===== config.mk =====
export PLATFORM = sky130hd
export DESIGN_NAME = vic8
export DESIGN_NICKNAME = d
export VERILOG_FILES = /design/src/rtl/vic8.sv
export SDC_FILE = /design/constraint.sdc
export NUM_CORES = 1
export LEC_CHECK = 0
export CAP_MARGIN = 10
export CORE_MARGIN = 4
export CORE_UTILIZATION = 50
export CTS_BUF_LIST = sky130_fd_sc_hd__clkbuf_16
export CTS_CLUSTER_DIAMETER = 80
export CTS_CLUSTER_SIZE = 28
export DETAILED_ROUTE_END_ITERATION = 8
export PLACE_DENSITY = 0.74
export SLEW_MARGIN = 20
export SYNTH_ARGS = -nofsm -noshare
export SYNTH_HDL_FRONTEND = slang
export SYNTH_SLANG_ARGS = --single-unit

===== constraint.sdc =====
create_clock -name clk -period 5.7 [get_ports clk]
set_input_delay 1.71 -clock clk [delete_from_list [all_inputs] [get_ports clk]]
set_output_delay 1.71 -clock clk [all_outputs]
set_load 0.005 [all_outputs]

===== src/rtl/vic8.sv =====
module vic8 (
  input  logic       clk,
  input  logic       rst_n,
  input  logic       wr_en,
  input  logic       addr,
  input  logic [7:0] wdata,
  output logic [7:0] rdata,
  input  logic [7:0] irq_in,
  output logic       int_out,
  input  logic       ack,
  output logic       vec_valid,
  output logic [7:0] vec_out
);
  typedef enum logic [2:0] {S_IDLE, S_W2, S_W3, S_W4, S_RUN} seq_t;

  seq_t       seq;
  logic [7:0] irr, imr, isr, prev, irr_n, isr_n;
  logic [4:0] base;
  logic       need_w4, single, aeoi, sel_isr, phase, spur;
  logic [2:0] idx, win, top_isr;
  logic       found, blocked, cand, run, cmd_wr, dat_wr;

  assign run    = (seq == S_RUN);
  assign cmd_wr = wr_en && !addr;
  assign dat_wr = wr_en && addr;

  always_comb begin
    win = '0;
    found = 1'b0;
    for (int i = 7; i >= 0; i--)
      if (irr[i] && !imr[i]) begin
        win = 3'(i);
        found = 1'b1;
      end
    blocked = 1'b0;
    for (int i = 0; i < 8; i++)
      if (isr[i] && 3'(i) <= win) blocked = 1'b1;
    top_isr = '0;
    for (int i = 7; i >= 0; i--)
      if (isr[i]) top_isr = 3'(i);
  end

  assign cand    = run && found && !blocked;
  assign int_out = cand;

  always_comb begin
    irr_n = (irr | (irq_in & ~prev)) & irq_in;
    isr_n = isr;
    if (ack && !phase && cand) begin
      isr_n[win] = 1'b1;
      irr_n[win] = 1'b0;
    end
    if (ack && phase && aeoi && !spur) isr_n[idx] = 1'b0;
    if (cmd_wr && wdata[4]) isr_n = '0;
    else if (cmd_wr && run && wdata[4:3] == 2'b00) begin
      if (wdata[7:5] == 3'b011) isr_n[wdata[2:0]] = 1'b0;
      else if (wdata[7:5] == 3'b001 && |isr) isr_n[top_isr] = 1'b0;
    end
  end

  always_ff @(posedge clk) begin
    if (!rst_n) begin
      seq     <= S_IDLE;
      irr     <= '0;
      imr     <= 8'hFF;
      isr     <= '0;
      prev    <= '0;
      base    <= '0;
      need_w4 <= 1'b0;
      single  <= 1'b0;
      aeoi    <= 1'b0;
      sel_isr <= 1'b0;
      phase   <= 1'b0;
      spur    <= 1'b0;
      idx     <= '0;
    end else begin
      prev <= irq_in;
      irr  <= irr_n;
      isr  <= isr_n;
      if (ack) begin
        if (!phase) begin
          phase <= 1'b1;
          idx   <= cand ? win : 3'd7;
          spur  <= !cand;
        end else begin
          phase <= 1'b0;
        end
      end
      if (cmd_wr && wdata[4]) begin
        seq     <= S_W2;
        need_w4 <= wdata[0];
        single  <= wdata[1];
        imr     <= '0;
        sel_isr <= 1'b0;
        aeoi    <= 1'b0;
      end else if (cmd_wr && run && wdata[4:3] == 2'b01 && wdata[1]) begin
        sel_isr <= wdata[0];
      end
      if (dat_wr) begin
        case (seq)
          S_W2: begin
            base <= wdata[7:3];
            seq  <= single ? (need_w4 ? S_W4 : S_RUN) : S_W3;
          end
          S_W3: seq <= need_w4 ? S_W4 : S_RUN;
          S_W4: begin
            aeoi <= wdata[1];
            seq  <= S_RUN;
          end
          S_RUN: imr <= wdata;
          default: ;
        endcase
      end
    end
  end

  assign rdata     = addr ? imr : (sel_isr ? isr : irr);
  assign vec_valid = ack && phase;
  assign vec_out   = vec_valid ? {base, idx} : 8'h00;
endmodule


==> results.cfg, run 1 <==
[outcome]
status = finished clean

[cts]
hold_buffers = 0
clkTransAtPathRegs_ns = 0.07
cts_sinks = 49
tritoncts = built
postCtsSetupBuffers = 0
cts.path.max_buffers = 2
cts_resized = 0
cts_inserted_buffers = 5
clockRootBuffer = clkbuf_16
clock_latency_ns = 0.29
htreeDepth = 2

[grt]
grt_max_degree = 34
grt_usage = 0.229
grt_pass1_wl_um = 12900
grt_overflow = 0
antenna_found_initial = 0
grt_pass1_vias = 2464

[die]
start_util = 0.513
dieWidth_um = 82.9
pin_count = 39
core-area_sq_um = 5470
fp.dieH_um = 82.9
rows = 27
die_area_sq_um = 6880

[yosys]
yosysWarnings = 0
post_synth_num_cell_types = 57
synth_edf_count = 0
syn_area_sq_um = 2810
synthFlopType = dfxtp_1
synth_seq_area_share = 0.349
avgSynthCellArea_sq_um = 7.98
syn-num-nets = 373
async_flop_share = 0
synth-seq-cells = 49
syn_inst = 352

[power_and_ir_drop]
p_leak_uw = 0.00129
power.density_nw_per_um2 = 250
ir_worst_vdd_mv = 0.211

[setup_path]
crit_fanout = 19
cp-end-kind = output port
required_ns = 3.99
worst-setup-path-type = input pin to output port
critPathArrivalTime_ns = 3.24
startpoint_type = input pin

[cells_and_area]
final_cell_mix = 49 x dfxtp_1, 42 x o21ai_0, 38 x clkdlybuf4s50_1
drive_gt1_frac = 0.0879
final_core_util = 0.627
nFillCells = 494
antenna_cells = 0
design_area_sq_um = 3430
fin_nets = 407
area_delta_synth_final_pct = 22.2
final_common_cell = dfxtp_1

[timing]
grt_setup_unrepaired = false
setup_ws_ns = 0.754
setup_violations = 0
slew_violations = 0
clock_skew_ns = 0.00425
slew_headroom = 0.587
fin_crit_sh = 0.868
worst_pin_slew_ns = 0.615
finalSetupTns_ns = 0
min_period_ns = 4.95
fmax_ghz = 0.202
hold_violations = 0

[job]
drv_cap = 0

[route]
first_pass_iters = 5
wirelength_um = 7770
drc = 0
vias = 2705
avgViaCountPerCell = 5.89
ant_nets = 0
drt_iter0_drc = 240
wl_per_cell_um = 16.9

[placed_design]
gp_congestion = 0.913
pre_cts_ws_ns = 0.764
dp_hpwl_um = 5830
post_dp_cell_area_sq_um = 3240
io_buffers = 38

[worst_hold_path]
hold_class = register to register
## per-stage QoR
| step | std cells | hold WS, ns | power (uW) |
|---|---|---|---|
| global route | 459 | 0.530 | 887 |
| floorplan | 352 | 0.452 | 432 |
| finish | 459 | 0.493 | 856 |
| CTS | 459 | 0.498 | 858 |
| detailed placement | 451 | 0.485 | 476 |
| global placement | 451 | 0.473 | 475 |
## per-layer routing
metal,share of wire,track usage,routed length [um]
met5,0,0,0
met4,0.023,0.0698,179
met3,0.054,0.0496,421
met2,0.44,0.350,3440
met1,0.48,0.322,3730
## worst paths after layout
kind | from | to | slack (ns) | depth (start not counted)
worst min register to register | base[0]$_SDFFE_PN0P_ | base[0]$_SDFFE_PN0P_ | 0.49 | 2
worst max-delay path | addr | rdata[6] | 0.75 | 4
worst max register to register | seq[1]$_SDFF_PN0_ | isr[2]$_SDFF_PP0_ | 3.50 | 6
worst min-delay path | base[0]$_SDFFE_PN0P_ | base[0]$_SDFFE_PN0P_ | 0.49 | 2
## power by group
group          internal, uW  leakage (uW)  switching [uW]
Sequential              357      0.000402            15.1
Combinational          47.9      0.000795            50.3
Clock                   253     0.0000944             133
Total                   657       0.00129             199
## area by class of cell
type                       count  area (sq um)  share of cell area
multi-input combinational    278          1730               0.503
timing repair buffer          40           395               0.115
inverter                      12          45.0              0.0131
clock inverter                 3          68.8              0.0201
sequential                    49           981               0.286
tap                           72          90.1              0.0263
clock buffer                   5           125              0.0365
## synth_stat cells, drive strengths merged (2+ instances only)
master / count / share of area
a31oi: 6 / 0.013
and2b: 7 / 0.020
or2: 2 / 0.0053
inv: 12 / 0.016
a21oi: 29 / 0.052
nand3b: 2 / 0.0053
clkbuf: 12 / 0.016
nor2b: 9 / 0.020
nand2: 33 / 0.044
o21ai: 42 / 0.075
a21boi: 7 / 0.019
nand2b: 9 / 0.023
mux2i: 11 / 0.039
nand4: 2 / 0.0098
o32ai: 2 / 0.0062
dfxtp: 49 / 0.35
o211ai: 3 / 0.0098
nand3: 8 / 0.019
or2b: 3 / 0.010
o22ai: 2 / 0.0045
nor3: 19 / 0.037
and2: 9 / 0.020
nor4: 5 / 0.016
a221oi: 3 / 0.0094
nor2: 33 / 0.049
o21a: 8 / 0.021
and3: 7 / 0.016
## logic make-up after synthesis
logic type      after synthesis  share of synthesized area
mux                          11                     0.0392
buf+inv                      25                     0.0361
flops                        49                      0.349
compound gates              114                      0.258
simple gates                153                      0.317
## critical path, stage by stage
cell	delay [ns]
clkdlybuf4s50_1	0.80
nand2_1	0.10
o21ai_0	0.09
clkdlybuf4s50_1	0.54
## state kept, by name (all words and copies together) (netlist names), 3 cells and up
register / count
base: 5
imr: 8
prev: 8
seq: 3
irr: 8
isr: 8
idx: 3
No activity file was read; power rests on OpenSTA's default activity.
==> run 2: changes to the inputs <==
--- a/config.mk
+++ b/config.mk
@@ -7,13 +7,13 @@
 export LEC_CHECK = 0
 export CAP_MARGIN = 10
 export CORE_MARGIN = 4
-export CORE_UTILIZATION = 50
+export CORE_UTILIZATION = 59
 export CTS_BUF_LIST = sky130_fd_sc_hd__clkbuf_16
 export CTS_CLUSTER_DIAMETER = 80
 export CTS_CLUSTER_SIZE = 28
 export DETAILED_ROUTE_END_ITERATION = 8
-export PLACE_DENSITY = 0.74
-export SLEW_MARGIN = 20
+export PLACE_DENSITY_LB_ADDON = 0.2
+export SLEW_MARGIN = 25
 export SYNTH_ARGS = -nofsm -noshare
 export SYNTH_HDL_FRONTEND = slang
 export SYNTH_SLANG_ARGS = --single-unit
==> results.cfg, run 2 (same netlist as run 1, synthesis figures left out) <==
[power_and_ir_drop]
fin_total_pwr_uw = 803
p_leak_uw = 0.00127
ir_worst_vdd_mv = 0.205
power.density_nw_per_um2 = 238

[worst_hold_path]
hold_class = register to register
whs_path_depth = 2

[outcome]
status = finished clean

[timing]
finalSetupTns_ns = 0
clock_skew_ns = 0.00498
hold_violations = 0
fmax_ghz = 0.203
setup_violations = 0
slew_headroom = 0.594
slew_violations = 0
grt_setup_unrepaired = false
fin_crit_sh = 0.865
min_period_ns = 4.93
worst_pin_slew_ns = 0.604

[setup_path]
worst-setup-path-type = input pin to output port
timing.critical_path.mode_cell = clkdlybuf4s50_1
cp_slowest_cell = clkdlybuf4s50_1
startpoint_type = input pin
cp_num_cells = 4
slowest_delay_ns = 0.78
cp-end-kind = output port
required_ns = 3.99
critPathTopFamily = buffers and inverters
critPathArrivalTime_ns = 3.22
crit_fanout = 19
rr_worst_depth = 6
crit_buf_inv = 2
rrSetupSlack_ns = 3.37
path_cells = clkdlybuf4s50_1, nand2_1, o21ai_0, clkdlybuf4s50_1

[route]
wl_per_cell_um = 17.7
vias = 2775
first_pass_iters = 4
drt_iter0_drc = 286
drc = 0
wirelength_um = 7790
ant_nets = 0
avgViaCountPerCell = 6.32

[cts]
clkTransAtPathRegs_ns = 0.06
tritoncts = built
postCtsSetupBuffers = 0
clock_latency_ns = 0.29
cts_sinks = 49
cts_resized = 0
hold_buffers = 0
cts.path.max_buffers = 2
clockRootBuffer = clkbuf_16
cts_inserted_buffers = 5
htreeDepth = 2

[cells_and_area]
area_delta_synth_final_pct = 20.3
drive_gt1_frac = 0.0853
final_common_cell = dfxtp_1
antenna_cells = 0
final_cell_mix = 49 x dfxtp_1, 42 x o21ai_0, 38 x clkdlybuf4s50_1
fin_nets = 407

[grt]
grt_pass1_wl_um = 13100
grt_overflow = 0
grt_pass1_vias = 2594
grt_max_degree = 34
grt_usage = 0.274
antenna_found_initial = 0

[placed_design]
gp_congestion = 0.927
dp_hpwl_um = 5830
io_buffers = 38

[die]
pin_count = 39
dieWidth_um = 77.0
die_area_sq_um = 5930
start_util = 0.628
core-area_sq_um = 4470
fp.dieH_um = 77.0
rows = 24

[job]
drv_cap = 0
==> run 2: cell types whose count changed in the layout (fill, tap and decap cells not counted) <==
| cell | change |
|---|---|
| clkinvlp_4 | +1 |
| inv_6 | -1 |
| bufinv_16 | -1 |
| clkinv_1 | +1 |
==> run 2: cell type report <==
| type | instances | area [sq um] |
|---|---|---|
| Multi-Input combinational cell | 278 | 1730 |
| Fill cell | 360 | 1100 |
| Sequential cell | 49 | 981 |
| Timing Repair Buffer | 40 | 395 |
| Clock buffer | 5 | 125 |
| Tap cell | 52 | 65.1 |
| Inverter | 12 | 45.0 |
| Clock inverter | 3 | 41.3 |
==> run 2: path summary, 6_finish.rpt <==
check                  startpoint              endpoint
min reg2reg  base[3]$_SDFFE_PN0P_  base[3]$_SDFFE_PN0P_
min          base[3]$_SDFFE_PN0P_  base[3]$_SDFFE_PN0P_
max reg2reg     seq[1]$_SDFF_PN0_     isr[4]$_SDFF_PP0_
max                          addr              rdata[7]
==> run 2: stage by stage <==
step / instances / utilization / hold WS (ns) / setup WS, ns / cell area (sq um)
6_report: 439 / 0.755 / 0.483 / 0.768 / 3380
5_1_grt: 439 / 0.755 / 0.504 / 0.604 / 3380
4_1_cts: 439 / 0.755 / 0.486 / 0.774 / 3380
3_5_place_dp: 431 / 0.718 / 0.477 / 0.777 / 3210
3_3_place_gp: 431 / 0.718 / 0.466 / 0.822 / 3210
2_1_floorplan: 352 / - / 0.452 / 1.65 / 2810
==> run 2: metal layers <==
layer,vias up,part of all wire,track usage
met5,-,0,0
li1,1340,-,-
met1,1307,0.43,0.359
met3,23,0.065,0.0585
met4,0,0.019,0.0623
met2,105,0.48,0.463
==> run 2: worst register-to-register path, cell delays in order (launching register included) <==
cell     delay [ns]
dfxtp_1        0.45
nor2_4         0.20
nand2_1        0.30
or4_4          0.63
a21oi_1        0.30
o21ai_0        0.19
o211a_1        0.16
==> run 2: power breakdown <==
part / switching [uW] / total [uW] / internal (uW)
logic: 50.2 / 98.1 / 47.9
clock network: 127 / 333 / 205
registers: 16.1 / 373 / 357
total: 193 / 803 / 610
